<file path="src/rtl/sgs_pkg.sv">
package sgs_pkg;

    // Controller states of the splitter
    typedef enum logic [2:0] {
        S_IDLE = 3'd0,   // waiting for a descriptor
        S_GEN  = 3'd1,   // computing the next piece
        S_PEEK = 3'd2,   // final piece of a segment held, looking at the next descriptor
        S_SEND = 3'd3,   // request offered downstream
        S_DONE = 3'd4    // list completion pulse
    } sgs_state_e;

endpackage

</file>
<file path="src/rtl/sgs_piece_calc.sv">
// Length of the next piece of a segment, given its current address and remaining bytes.
module sgs_piece_calc #(
    parameter int ADDR_W   = 32,
    parameter int LEN_W    = 16,
    parameter int ALIGN    = 16,
    parameter int MAX_XFER = 2048,
    parameter int XLEN_W   = $clog2(MAX_XFER) + 1
) (
    input  logic [ADDR_W-1:0] cur_addr,
    input  logic [LEN_W-1:0]  rem_len,
    input  logic              norm,
    output logic [XLEN_W-1:0] piece_len
);
    localparam int OFF_W = $clog2(ALIGN);

    logic [OFF_W-1:0] off;
    logic [LEN_W-1:0] lim;
    logic [LEN_W-1:0] pick;

    always_comb begin
        off = cur_addr[OFF_W-1:0];
        if (norm || off == '0) begin
            lim = LEN_W'(MAX_XFER);
        end else begin
            // head piece stops at the next alignment boundary
            lim = LEN_W'(ALIGN) - LEN_W'(off);
        end
        pick      = (rem_len < lim) ? rem_len : lim;
        piece_len = XLEN_W'(pick);
    end

endmodule

</file>
<file path="src/rtl/sgs_total_acc.sv">
// Running byte total of a list; restarts on the first descriptor of each list.
module sgs_total_acc #(
    parameter int LEN_W = 16,
    parameter int CNT_W = 32
) (
    input  logic             clk,
    input  logic             rst_n,
    input  logic             add_en,
    input  logic             restart,
    input  logic [LEN_W-1:0] add_val,
    output logic [CNT_W-1:0] total
);
    logic [CNT_W-1:0] total_d, total_q;

    always_comb begin
        total_d = total_q;
        if (add_en) begin
            if (restart) total_d = CNT_W'(add_val);
            else         total_d = total_q + CNT_W'(add_val);
        end
    end

    always_ff @(posedge clk or negedge rst_n) begin
        if (!rst_n) total_q <= '0;
        else        total_q <= total_d;
    end

    assign total = total_q;

    // total only moves when a descriptor is taken
    a_r9_total_hold: assert property (@(posedge clk) disable iff (!rst_n)
        !add_en |=> $stable(total));

endmodule

</file>
<file path="src/rtl/sg_splitter.sv">
module sg_splitter #(
    parameter int ADDR_W   = 32,
    parameter int LEN_W    = 16,
    parameter int ALIGN    = 16,            // power of two, at least 2
    parameter int MAX_XFER = 2048,          // multiple of ALIGN
    parameter int CNT_W    = 32,
    parameter int XLEN_W   = $clog2(MAX_XFER) + 1
) (
    input  logic              clk,
    input  logic              rst_n,
    input  logic              mode_norm,
    input  logic              seg_valid,
    output logic              seg_ready,
    input  logic [ADDR_W-1:0] seg_addr,
    input  logic [LEN_W-1:0]  seg_len,
    input  logic              seg_last,
    output logic              req_valid,
    input  logic              req_ready,
    output logic [ADDR_W-1:0] req_addr,
    output logic [XLEN_W-1:0] req_len,
    output logic              req_first,
    output logic              req_last,
    output logic [CNT_W-1:0]  total_bytes,
    output logic              done
);
    import sgs_pkg::*;

    localparam int OFF_W = $clog2(ALIGN);

    typedef struct packed {
        sgs_state_e        st;
        logic [ADDR_W-1:0] addr;        // next byte of the current segment
        logic [LEN_W-1:0]  rem;         // bytes of the segment not yet cut
        logic              seg_last;    // current segment closes the list
        logic              list_first;  // next descriptor opens a list
        logic              first_pend;  // next request is the list's first
        logic              rv;
        logic [ADDR_W-1:0] ra;
        logic [XLEN_W-1:0] rl;
        logic              rlast;
    } sgs_regs_t;

    sgs_regs_t q, d;
    logic [XLEN_W-1:0] plen;
    logic              seg_take;

    sgs_piece_calc #(
        .ADDR_W(ADDR_W), .LEN_W(LEN_W), .ALIGN(ALIGN),
        .MAX_XFER(MAX_XFER), .XLEN_W(XLEN_W)
    ) u_piece (
        .cur_addr (q.addr),
        .rem_len  (q.rem),
        .norm     (mode_norm),
        .piece_len(plen)
    );

    always_comb begin
        d         = q;
        seg_ready = 1'b0;
        unique case (q.st)
            S_IDLE: begin
                seg_ready = 1'b1;
                if (seg_valid) begin
                    d.list_first = 1'b0;
                    if (seg_len == '0) begin
                        // empty segment: nothing issued here, so an empty
                        // final segment means the whole list was empty
                        if (seg_last) d.st = S_DONE;
                    end else begin
                        d.addr     = seg_addr;
                        d.rem      = seg_len;
                        d.seg_last = seg_last;
                        d.st       = S_GEN;
                    end
                end
            end
            S_GEN: begin
                d.ra   = q.addr;
                d.rl   = plen;
                d.addr = q.addr + ADDR_W'(plen);
                d.rem  = q.rem - LEN_W'(plen);
                if (LEN_W'(plen) == q.rem && !q.seg_last) begin
                    // final piece of a non-final segment: hold it until the
                    // next descriptor shows whether the list ends here
                    d.rlast = 1'b0;
                    d.st    = S_PEEK;
                end else begin
                    d.rlast = (LEN_W'(plen) == q.rem) && q.seg_last;
                    d.rv    = 1'b1;
                    d.st    = S_SEND;
                end
            end
            S_PEEK: begin
                // only empty descriptors are consumed while a piece is held
                seg_ready = seg_valid && (seg_len == '0);
                if (seg_valid) begin
                    if (seg_len == '0) begin
                        if (seg_last) begin
                            d.rlast = 1'b1;
                            d.rv    = 1'b1;
                            d.st    = S_SEND;
                        end
                    end else begin
                        d.rv = 1'b1;
                        d.st = S_SEND;
                    end
                end
            end
            S_SEND: begin
                if (req_ready) begin
                    d.rv         = 1'b0;
                    d.first_pend = 1'b0;
                    if (q.rlast)          d.st = S_DONE;
                    else if (q.rem == '0) d.st = S_IDLE;
                    else                  d.st = S_GEN;
                end
            end
            S_DONE: begin
                d.st         = S_IDLE;
                d.list_first = 1'b1;
                d.first_pend = 1'b1;
                d.rlast      = 1'b0;
            end
            default: d.st = S_IDLE;
        endcase
    end

    always_ff @(posedge clk or negedge rst_n) begin
        if (!rst_n) begin
            q            <= '0;
            q.st         <= S_IDLE;
            q.list_first <= 1'b1;
            q.first_pend <= 1'b1;
        end else begin
            q <= d;
        end
    end

    assign seg_take = seg_valid && seg_ready;

    sgs_total_acc #(.LEN_W(LEN_W), .CNT_W(CNT_W)) u_total (
        .clk    (clk),
        .rst_n  (rst_n),
        .add_en (seg_take),
        .restart(q.list_first),
        .add_val(seg_len),
        .total  (total_bytes)
    );

    assign req_valid = q.rv;
    assign req_addr  = q.ra;
    assign req_len   = q.rl;
    assign req_first = q.first_pend;
    assign req_last  = q.rlast;
    assign done      = (q.st == S_DONE);

    // every offered piece is non-empty and within the size limit
    a_r2_len_bound: assert property (@(posedge clk) disable iff (!rst_n)
        req_valid |-> (req_len != '0) && (req_len <= XLEN_W'(MAX_XFER)));

    // an offered request holds until taken
    a_r10_hold: assert property (@(posedge clk) disable iff (!rst_n)
        req_valid && !req_ready |=> req_valid && $stable(req_addr)
                                    && $stable(req_len) && $stable(req_last));

    // no descriptor is taken while a request is on offer
    a_r10_no_overlap: assert property (@(posedge clk) disable iff (!rst_n)
        req_valid |-> !seg_ready);

    // once a piece is taken with bytes left, the remainder starts aligned
    a_r1_aligned_next: assert property (@(posedge clk) disable iff (!rst_n)
        req_valid && req_ready && !mode_norm && (q.rem != '0)
            |-> q.addr[OFF_W-1:0] == '0);

    // the completion pulse never coincides with an offered request
    a_r9_done_quiet: assert property (@(posedge clk) disable iff (!rst_n)
        done |-> !req_valid);

endmodule

</file>
<file path="config.mk">
export PLATFORM = sky130hd
export DESIGN_NAME = sg_splitter
export DESIGN_NICKNAME = d
export VERILOG_FILES = /design/src/rtl/sgs_pkg.sv /design/src/rtl/sgs_piece_calc.sv /design/src/rtl/sgs_total_acc.sv /design/src/rtl/sg_splitter.sv
export SDC_FILE = /design/constraint.sdc
export NUM_CORES = 1
export LEC_CHECK = 0
export ABC_AREA = 1
export BUFFER_PORTS_ARGS = -buffer_cell sky130_fd_sc_hd__buf_2
export CAP_MARGIN = 10
export CORE_MARGIN = 8
export CORE_UTILIZATION = 50
export DETAILED_ROUTE_END_ITERATION = 16
export PLACE_DENSITY = 0.84
export SLEW_MARGIN = 30
export SYNTH_ARGS = -nofsm -noshare
export SYNTH_HDL_FRONTEND = slang
export SYNTH_SLANG_ARGS = --single-unit
</file>
<file path="constraint.sdc">
create_clock -name clk -period 9.85 [get_ports clk]
set_input_delay 1.97 -clock clk [delete_from_list [all_inputs] [get_ports clk]]
set_output_delay 1.97 -clock clk [all_outputs]
set_load 0.02 [all_outputs]
</file>
* Word-level counts from Yosys, hierarchy flattened
Index checks and enable logic that the tools add are counted.
** Cells by class
- Add/sub/neg operators :: 4
- Magnitude comparators :: 1
- Eq/ne operators :: 14
- Muxes and demuxes :: 29
- Bitwise logic cells :: 1
- Reductions and logical operators :: 22
** Operator list (count)
- one-hot mux 48 bit (2 select lines) :: 1
- two-way mux 53 bit :: 1
- two-way mux 49 bit :: 1
- adder 32 x 12 -> 32 bit :: 1
- adder 32 x 16 -> 32 bit :: 1
- logical NOT 16 bit :: 2
- two-way mux 32 bit :: 1
- two-way mux 3 bit :: 7
- equality test 12 x 16 -> 1 bit :: 1
- < comparator 16 bit :: 1
- two-way mux 16 bit :: 1
- subtractor 16 x 12 -> 16 bit :: 1
- inequality test 2 bit, second input constant :: 7
- two-way mux 12 bit :: 1
- one-hot mux 3 bit (4 select lines) :: 1
- AND reduction 5 bit :: 2
- two-way mux 1 bit :: 9
- equality test 3 x 2 -> 1 bit, second input constant :: 2
- inequality test 3 bit, second input constant :: 2
- one-hot mux 1 bit (2 select lines) :: 3
- one-hot mux 1 bit (3 select lines) :: 2
- AND reduction 3 bit :: 2
- nonzero test 2 bit :: 3
- nonzero test 3 bit :: 2
- other kinds (12) :: 16
** Word-level totals
- Register bits after elaboration :: 132
- Input port bits :: 54
- Output and inout port bits :: 81
- Word-level logic and storage cells :: 82

* Longest topological paths before layout
Gate-level depths: netlist (run 1).
- Depth in word-level cells :: 9
- Gate-level depth with buffers :: 34
- Mapped depth without buffers :: 32

* Hierarchy
Synthesis (run 1) repeated with hierarchy kept, for this count alone.
** Second synthesis, totals
- Cells, all modules :: 1619
- Area, all modules :: 10440.0 um2
** Modules (own cells, without submodules)
- sg_splitter :: times used 1, cells each 1046, area each 6984.2 um2, seq. area each 2504.9 um2
- sgs_total_acc :: times used 1, cells each 498, area each 2975.4 um2, seq. area each 800.8 um2
- sgs_piece_calc :: times used 1, cells each 75, area each 480.5 um2, seq. area each 0.0 um2

* Worst setup path before layout (run 1)
Ideal clock, no wire load.
- Path kind :: input to register
- Start :: input mode_norm
- End :: register q[87] in the netlist's numbering
- Setup time :: 0.120 ns
- Data arrival time :: 5.319 ns
- Required time :: 9.730 ns
- Setup slack :: 4.411 ns
- Stages :: 30
- Buffers on the path :: 2
- Path through :: inv_1 nand2_1 inv_1 nand3_1 ha_1 a21oi_1 nor3b_1 nand2_1 nand2_2 nand2_4 buf_2 buf_2 nand3_1 o21ai_0 ha_1 fa_1 nand2_1 nand2_1 o21ai_1 nor2_1 o21ai_1 nand2_1 nand4_1 nand2_1 nand2_1 nor2_2 nand2_1 o211ai_1 o21ai_0 inv_1
** Between the ends
- Cells in the longest elaborated chain, start to end :: 6
** RTL lines
- start, declared :: RTL line sg_splitter.sv:11 : input logic mode_norm,
- logical OR 1 bit (*) :: RTL line sgs_piece_calc.sv:22 : if (norm || off == '0) begin
- two-way mux 16 bit (*) :: RTL line sgs_piece_calc.sv:22
- < comparator 16 bit :: RTL line sgs_piece_calc.sv:28 : pick = (rem_len < lim) ? rem_len : lim;
- two-way mux 12 bit (*) :: RTL line sgs_piece_calc.sv:28
- net plen[0] :: RTL line sg_splitter.sv:44 : logic [XLEN_W-1:0] plen;
- adder 32 x 12 -> 32 bit (*) :: RTL line sg_splitter.sv:80 : d.addr = q.addr + ADDR_W'(plen);
- one-hot mux 48 bit (2 select lines) (*) :: RTL line sg_splitter.sv:60 : unique case (q.st)
- end, declared :: RTL line sg_splitter.sv:43 : sgs_regs_t q, d;
Mark *: on every way through the listed nets, which the timed path passes. The rest lies on a longest branch.
A chain may end at the register's enable or synchronous reset.

* Worst setup path in the final report (run 1)
- Start :: input mode_norm
- End :: register q[96] in the netlist's numbering
Same word-level chain as after synthesis.

==> flow_metrics.tcl, run 1 <==
set metrics [dict create \
    cts_buffer_depth 2 \
    clk_pin_slew_ns 0.06 \
    routabilityCongestion 0.9632 \
    ir_drop_mv 0.1812 \
    synth_edf_count 0 \
    endpoint_kind "flop" \
    grt_start_max_net_pins 100 \
    wl_um 24180 \
    drt_pass1_iterations 5 \
    hold_path_class "reg2reg" \
    grt_pass1_wl_um 39940 \
    rsz0062_at_grt "false" \
    layout-drive-gt1-share_pct 17.21 \
    power.density_mw_per_mm2 361.8 \
    cts_max_level 4 \
    slew_violations 0 \
    cts_post_setup_buffers_inserted 0 \
    nFillCells 1589 \
    yosysTopAreaCell "dfrtp_1" \
    synthArstFlopShare_pct 100.0 \
    outcome "finished, final reports clean" \
    first_global_vias 8330 \
    setup_viol 0 \
    tightest_slew_ns 0.9456 \
    ys_top_cells_by_count "nand2_1, inv_1, dfrtp_1" \
    placeableCoreArea_mm2 0.01730 \
    yosysSeqAreaShare_pct 37.30 \
    diodes 0 \
    fin_crit_ns 5.594 \
    fmax_mhz 178.8 \
    clock_latency_ns 0.42 \
    dieArea_mm2 0.02224 \
    hold_viol_final 0 \
    postCtsResizedCells 0 \
    avgSynthCellArea_um2 7.355 \
    yosys_register_bits 132 \
    antenna_found_initial 0 \
    syn_area_mm2 0.008862 \
    maxSlewHeadroom_pct 36.73 \
    setup_tns_ns 0 \
    cts_made_buffers 17 \
    synthCells 1205 \
    ys.flop_type "dfrtp_1" \
    critPathMaxFanout 28 \
    netlist_top_cells_area "dfrtp_1, nand2_1, o21ai_0" \
    fp-row-count 48 \
    synth_top_area_share_pct 36.71 \
    placedCellCount 1489 \
    worstSetupPathType "in2reg" \
    crit_required_ns 10.19 \
    drc 0 \
    place_hpwl_um 17150 \
    yosys.cell_types.count 55 \
    grt_overflow 0 \
    initial_core_util_pct 51.24 \
    regArea_mm2 0.003306 \
    multi_input_area_mm2 0.004512 \
    ant_nets 0 \
    ios 135 \
    leakage_uw 0.005096 \
    cts_hold_buf 0 \
    fin_nets 1379 \
    synth.most_common_cell "nand2_1" \
    cp-start-kind "input port" \
    timing.final.crit_share_pct 56.79 \
    area_delta_synth_final_pct 12.68 \
    cts_tree "done" \
    synth_warnings 0 \
    cts-root-buf "clkbuf_16" \
    wl_per_cell_um 15.90 \
    drv_cap 0 \
    dieWidth_um 149.1 \
    grt_usage_pct 22.04 \
    drt_iter0_markers 618 \
    instances_no_fill 1521 \
    finalClockSkew_ns 0.008013 \
    die_height_um 149.1 \
    clock_sinks 132 \
    dr_total_vias 8498 \
    io_buffers 134 \
    via_per_inst 5.587 \
    arrival_ns 5.93 \
    synthesis.nets 1301 \
]
## flip-flops by register name, summed over array words and instances, names as in the netlist
name / count
req_addr: 32
req_len: 12
req_first: 1
req_valid: 1
q: 53
req_last: 1
u_total.total: 32
## cell families (layout without fill, tap and decap cells)
group,Yosys count,in the layout,synth area share [%]
buf+inv,230,321,11.89
simple gates,524,524,25.65
compound gates,253,253,16.60
fa+ha+maj,42,42,6.184
flops,132,132,37.30
xor+xnor,24,24,2.372
## stage by stage
stage,cell area [um^2],hold slack [ns],worst slack [ns],power [uW],util [%]
floorplan,8862,0.4431,4.411,2509,-
global placement,9374,0.4492,4.107,2864,54.20
detailed placement,9374,0.4552,3.963,2923,54.20
CTS,9983,0.4698,4.320,3611,57.72
global route,9986,0.4805,3.773,3932,57.73
finish,9986,0.4675,4.256,3613,57.73
## per-layer routing
metal / vias up / track usage (%) / share of wire [%]
li1: 4107 / - / -
met1: 3984 / 29.05 / 44
met2: 361 / 35.27 / 46
met3: 46 / 4.217 / 7.8
met4: 0 / 8.228 / 2.5
met5: - / 0 / 0
## area by class of cell
cell class,count,share of cell area (%)
Tap cell,225,2.819
Timing Repair Buffer,139,7.154
Clock inverter,12,1.529
Clock buffer,20,4.573
Sequential cell,132,33.10
Inverter,150,5.638
Multi-Input combinational cell,843,45.18
## critical path: stages
cell and delay, ns:
buf_2 0.10, inv_1 0.06, nand2_1 0.07, inv_1 0.13
nand3_1 0.12, ha_1 0.32, a21oi_1 0.13, nor3b_1 0.19
nand2_1 0.09, nand2_2 0.08, nand2_4 0.18, o21ai_0 0.47
inv_1 0.10, ha_1 0.34, nand2_1 0.08, nor2_1 0.14
nand2_1 0.08, nand2_2 0.11, a21boi_2 0.09, o21bai_4 0.16
nand2_2 0.11, nor2_1 0.19, nand2_1 0.17, nor2_1 0.17
nand3_1 0.08, a22oi_1 0.18
## path summary, 6_finish.rpt
path / startpoint / endpoint / slack (ns) / cells after the start
min: req_addr[22] / req_addr[22] / 0.47 / 2
max: mode_norm / q[96] / 4.26 / 26
max reg2reg: q[66] / q[96] / 5.09 / 27
max in group asynchronous: rst_n / q[64] / 7.09 / 2
min in group asynchronous: rst_n / req_addr[4] / 1.61 / 1
min reg2reg: req_addr[22] / req_addr[22] / 0.47 / 2
## cell usage in the layout, fill, tap and decap left out, drive strengths merged, types with 8 or more instances in the layout
master	Yosys	layout
a21oi	61	61
or2	11	11
nand4	21	21
dfrtp	130	130
o211ai	14	14
clkbuf	21	20
buf	59	139
o21ai	120	120
a31oi	14	14
nor3	26	26
xor2	16	16
o22ai	10	10
nand2	293	293
nand3	60	60
a22oi	9	9
xnor2	8	8
inv	150	152
ha	39	39
nor2	104	104
## where the power goes
part | internal, uW | switching [uW]
Clock | 412 | 252
Sequential | 795 | 213
Combinational | 660 | 1280
Total | 1870 | 1750
No activity file was read; power rests on OpenSTA's default activity.
==> inputs of run 2 (changes only) <==
- PLACE_DENSITY: 0.84 -> 0.86
- clock period: 9.85 -> 4.6 ns (I/O delays scaled with it)
==> run 2 against run 1 <==
  * Clock skew is 0.0019 ns higher
  * Critical path depth is the same
  * Count of clock-buffer cells in the layout grew 1
  * Clock power increased by 120%
  * Critical path type is now reg2reg
  * Largest power group unchanged
  * Global-route usage shrank 0.78 points
==> flow_metrics.tcl, run 2 (synthesized netlist as in run 1, its figures left out) <==
set metrics [dict create \
    finalClockSkew_ns 0.009920 \
    r2r_slack_ns 0.40 \
    place_ws_ns -0.01335 \
    routabilityCongestion 0.9177 \
    tightest_slew_ns 0.9002 \
    instances_no_fill 1528 \
    drv_cap 0 \
    first_global_vias 8095 \
    grt_pass1_wl_um 38690 \
    area_delta_synth_final_pct 14.16 \
    hp-start "req_addr[17]" \
    io_buffers 134 \
    leakage_uw 0.005155 \
    slew_violations 0 \
    wl_met2_um 10990 \
    dieWidth_um 149.1 \
    wl_per_cell_um 15.49 \
    fmax_mhz 238.3 \
    clock_sinks 132 \
    placedCellCount 1495 \
    dr_total_vias 8448 \
    timing.final.crit_share_pct 91.23 \
    grt_usage_pct 21.26 \
    cp-start-kind "flop" \
    layout_setup_ws_ns 0.4033 \
    drc 0 \
    place_hpwl_um 17170 \
    highest_layer "met4" \
    hold_depth 2 \
    die_height_um 149.1 \
    holdPathEnd "req_addr[17]" \
    layout-drive-gt1-share_pct 18.65 \
    via_per_inst 5.529 \
    rsz0062_at_grt "false" \
    outcome "finished, final reports clean" \
    cts_max_level 4 \
    diodes 0 \
    dieArea_mm2 0.02224 \
    cts_buffer_depth 2 \
    ff2ff_path_depth 26 \
    hold_path_class "reg2reg" \
    hold_viol_final 0 \
    critPathMaxFanout 20 \
    cts-root-buf "clkbuf_16" \
    cts_tree "done" \
    worstSetupPathType "reg2reg" \
    grt_overflow 0 \
    final_cell_mix "nand2_1, inv_1, buf_2" \
    ir_drop_mv 0.3942 \
    wl_um 23670 \
    cts_hold_buf 0 \
    r2r-end "q[96]" \
    reg2reg_from "q[66]" \
    drt_iter0_markers 576 \
    layout_commonest_cell "nand2_1" \
    power.density_mw_per_mm2 774.4 \
    fin_nets 1386 \
    m1WireLength_um 10410 \
    clk_pin_slew_ns 0.06 \
    ant_nets 0 \
    maxSlewHeadroom_pct 39.99 \
    cts_made_buffers 17 \
    regMostFlops "q" \
    setup_viol 0 \
    wl_met3_um 1916 \
    grt_start_max_net_pins 113 \
    endpoint_kind "flop" \
    arrival_ns 4.54 \
    ios 135 \
    drt_pass1_iterations 5 \
    initial_core_util_pct 51.24 \
    placeableCoreArea_mm2 0.01730 \
    crit_required_ns 4.94 \
    fp-row-count 48 \
    largest_register_ffs 53 \
    fin_crit_ns 4.197 \
    clock_latency_ns 0.43 \
    antenna_found_initial 0 \
]
[run 2: changes by cell type in the layout (fill, tap and decap cells not counted), sizes merged]
cell      change
clkbuf        +1
buf           +7
bufinv        +1
clkinvlp      -3
clkinv        +1
[run 2: final cells by class]
class,count,area (um^2)
clock buffer,21,470.5
clock inverter,11,172.7
fill,1573,7179
inverter,150,563.0
multi-input combinational,843,4551
sequential,132,3308
tap,225,281.5
timing repair buffer,146,770.7
[run 2: worst max-delay path by stage]
| stage | startpoint | to | slack [ns] | cells after the start |
|---|---|---|---|---|
| 2_1_floorplan | mode_norm | q[87] | 0.21 | 30 |
| 3_3_place_gp | mode_norm | q[87] | 0.18 | 29 |
| 3_5_place_dp | mode_norm | q[87] | -0.01 | 29 |
| 4_1_cts | q[65] | q[87] | 0.17 | 29 |
| 5_1_grt | q[66] | q[87] | 0.002 | 30 |
| 6_report | q[66] | q[96] | 0.40 | 26 |
[run 2: routing by layer]
| metal | global-route usage, % | up-vias |
|---|---|---|
| met3 | 4.248 | 31 |
| met4 | 7.219 | 0 |
| li1 | - | 4114 |
| met2 | 33.98 | 347 |
| met1 | 28.20 | 3956 |
| met5 | 0 | - |
[run 2: repair_timing]
| item | CTS | global route |
|---|---|---|
| setup endpoints to repair | 0 | 28 |
| resized for setup | 0 | 18 |
| buffers inserted | 0 | 1 |
[run 2: worst max-delay path, stage by stage (launching register included)]
cell and delay (ns):
dfrtp_2 0.41, inv_1 0.10, ha_1 0.22, nand2_1 0.09, nand2_1 0.08, inv_2 0.09, nand3_1 0.11, ha_1 0.31
a21oi_1 0.14, nor3b_2 0.18, nand2_1 0.09, nand2_2 0.08, nand2_4 0.08, buf_4 0.22, nor2_1 0.16, ha_1 0.29
a21oi_1 0.21, o21a_1 0.15, nand2_2 0.09, a21boi_2 0.24, o21bai_4 0.10, nand2_2 0.12, nor2_2 0.06, nand2_1 0.16
nor2_2 0.06, o21a_1 0.16, a22oi_1 0.13
[run 2: power by group]
part	switching [uW]	total (uW)	internal, uW
clock	535	1490	954
sequential	456	2160	1700
combinational	2740	4180	1450
[run 2: per-stage QoR]
step | utilization (%) | total power, uW | hold slack [ns] | area, um^2 | TNS [ns]
6_report | 58.49 | 7834 | 0.4636 | 10120 | 0
4_1_cts | 58.20 | 7793 | 0.4684 | 10070 | 0
5_1_grt | 58.49 | 8495 | 0.4986 | 10120 | 0
3_3_place_gp | 54.46 | 6124 | 0.4521 | 9419 | 0
2_1_floorplan | - | 5372 | 0.4431 | 8862 | 0
3_5_place_dp | 54.48 | 6268 | 0.4530 | 9423 | -0.01335
==> inputs of run 3 (changes only) <==
- CELL_PAD_IN_SITES_DETAIL_PLACEMENT: default -> 1
- CELL_PAD_IN_SITES_GLOBAL_PLACEMENT: default -> 1
- CORE_UTILIZATION: 50 -> 38
- PLACE_DENSITY: 0.86 -> 0.89
==> run 3 against run 2 <==
  * Clock power down 15%
  * Utilization fell by 15 points
  * Die area is 28% higher
  * Largest cell class unchanged
  * Largest power group unchanged
  * Hold slack got worse by 0.0013 ns
  * Critical path type unchanged
  * Critical endpoint is now q[81]
  * Clock skew up 0.0027 ns
  * Critical path depth increased by 1
==> flow_metrics.tcl, run 3 (synthesized netlist as in run 1, its figures left out) <==
set metrics [dict create \
    clk_pin_slew_ns 0.06 \
    power.density_mw_per_mm2 769.0 \
    cpMaxStageDelayCell "dfrtp_2" \
    reg2reg_from "q[66]" \
    timing.final.crit_share_pct 96.21 \
    worstSetupPathType "reg2reg" \
    r2r_slack_ns 0.17 \
    grt_start_max_net_pins 92 \
    finalClockSkew_ns 0.01259 \
    switchingPower_uw 3945 \
    first_global_vias 9133 \
    drt_pass1_iterations 5 \
    drt_iter0_markers 550 \
    setup_viol 0 \
    dieArea_mm2 0.02846 \
    ant_nets 0 \
    io_buffers 134 \
    switching_share_pct 50.57 \
    place_hpwl_um 21170 \
    cp-start-kind "flop" \
    layout-drive-gt1-share_pct 18.85 \
    clkPwrFrac_pct 16.3 \
    layout_commonest_cell "nand2_1" \
    maxSlewHeadroom_pct 40.11 \
    grt_pass1_wl_um 47170 \
    fin_nets 1388 \
    routabilityCongestion 0.8483 \
    hold_depth 2 \
    max_stage_delay_ns 0.36 \
    via_per_inst 5.248 \
    wl_um 28740 \
    r2r-end "q[81]" \
    placeableCoreArea_mm2 0.02319 \
    largest_register_ffs 53 \
    cts_max_level 4 \
    regMostFlops "q" \
    clock_sinks 132 \
    ios 135 \
    endpoint_kind "flop" \
    crit_family "simple AND/OR/NAND/NOR gates" \
    worstSetupStartpoint "q[66]" \
    ir_drop_mv 0.3145 \
    fin_crit_ns 4.426 \
    placed_cell_area_mm2 0.009539 \
    dieWidth_um 168.7 \
    combPwrFrac_pct 55.9 \
    initial_core_util_pct 38.21 \
    critical_path.most_common_cell "nand2_1" \
    drc 0 \
    wl_per_cell_um 17.69 \
    leakage_uw 0.005123 \
    cp.buffers_inverters 3 \
    tightest_slew_ns 0.8970 \
    critPathMaxFanout 9 \
    cts_made_buffers 17 \
    p_seq_share_pct 27.9 \
    dr_total_vias 8528 \
    drv_cap 0 \
    crit_path_end "q[81]" \
    instances_no_fill 1625 \
    whs_ns 0.4623 \
    hold_path_class "reg2reg" \
    final_cell_area_mm2 0.01014 \
    outcome "finished, final reports clean" \
    grt_usage_pct 20.41 \
    ff2ff_path_depth 27 \
    grt_overflow 0 \
    slew_violations 0 \
    placedCellCount 1589 \
    area_delta_synth_final_pct 14.47 \
    crit_required_ns 4.94 \
    fp-row-count 56 \
    hold_viol_final 0 \
    arrival_ns 4.77 \
    worst-path-stages 27 \
    cts_hold_buf 0 \
    die_height_um 168.7 \
    cts_tree "done" \
    clock_latency_ns 0.43 \
    final_cell_mix "nand2_1, inv_1, buf_2" \
    antenna_found_initial 1 \
    p_int_uw 3856 \
    nFillCells 2958 \
    fmax_mhz 226.0 \
    cts_buffer_depth 2 \
    cts-root-buf "clkbuf_16" \
]
[run 3: metal layers]
| metal | up-vias | GRT usage, % | share of wire, % |
|---|---|---|---|
| li1 | 4110 | - | - |
| met1 | 4183 | 25.44 | 45 |
| met3 | 37 | 3.378 | 4.7 |
| met5 | - | 0 | 0 |
| met2 | 198 | 35.30 | 49 |
| met4 | 0 | 6.832 | 1.8 |
[run 3: worst min path at each step]
stage / startpoint / endpoint / slack, ns
detailed placement: req_addr[31] / req_addr[31] / 0.45
floorplan: req_addr[10] / req_addr[10] / 0.44
global route: req_addr[31] / req_addr[31] / 0.49
CTS: req_addr[31] / req_addr[31] / 0.47
global placement: req_addr[14] / req_addr[14] / 0.45
finish: req_addr[31] / req_addr[31] / 0.46
[run 3: power by group through the flow]
| stage | combinational, uW | clock [uW] | sequential, uW |
|---|---|---|---|
| after floorplan | 3180 | 0 | 2190 |
| after global placement | 4070 | 0 | 2150 |
| after detailed placement | 4280 | 0 | 2190 |
| after CTS | 4330 | 1290 | 2180 |
| after global routing | 4910 | 1340 | 2250 |
| final | 4360 | 1270 | 2180 |
[run 3: tightest hold or removal path, cell delays in order (launching register included)]
cell and delay [ns]:
dfrtp_1 0.34, nand2_1 0.05, nand2_1 0.04
[run 3: repair_timing]
| action | CTS | global route |
|---|---|---|
| resized for setup | 3 | 18 |
| setup endpoints to repair | 4 | 29 |
| pin swaps | 0 | 4 |
| buffers inserted | 0 | 3 |
[run 3: stage by stage]
step | total power (uW) | utilization (%) | TNS, ns | worst slack, ns
CTS | 7800 | 43.47 | 0 | 0.01006
finish | 7801 | 43.74 | 0 | 0.1742
detailed placement | 6468 | 41.13 | -1.402 | -0.1990
global route | 8496 | 43.74 | -0.1666 | -0.08830
global placement | 6229 | 41.12 | 0 | 0.1313
floorplan | 5372 | - | 0 | 0.2113
[run 3: layout make-up]
type                       instances  area [um^2]  share of cell area [%]
clock inverter                    14        105.1                   1.036
clock buffer                      18        429.2                   4.230
sequential                       132         3308                   32.61
inverter                         150        563.0                   5.550
tap                              319        399.1                   3.934
antenna                            1        2.502                 0.02467
timing repair buffer             148        782.0                   7.708
multi-input combinational        843         4556                   44.91
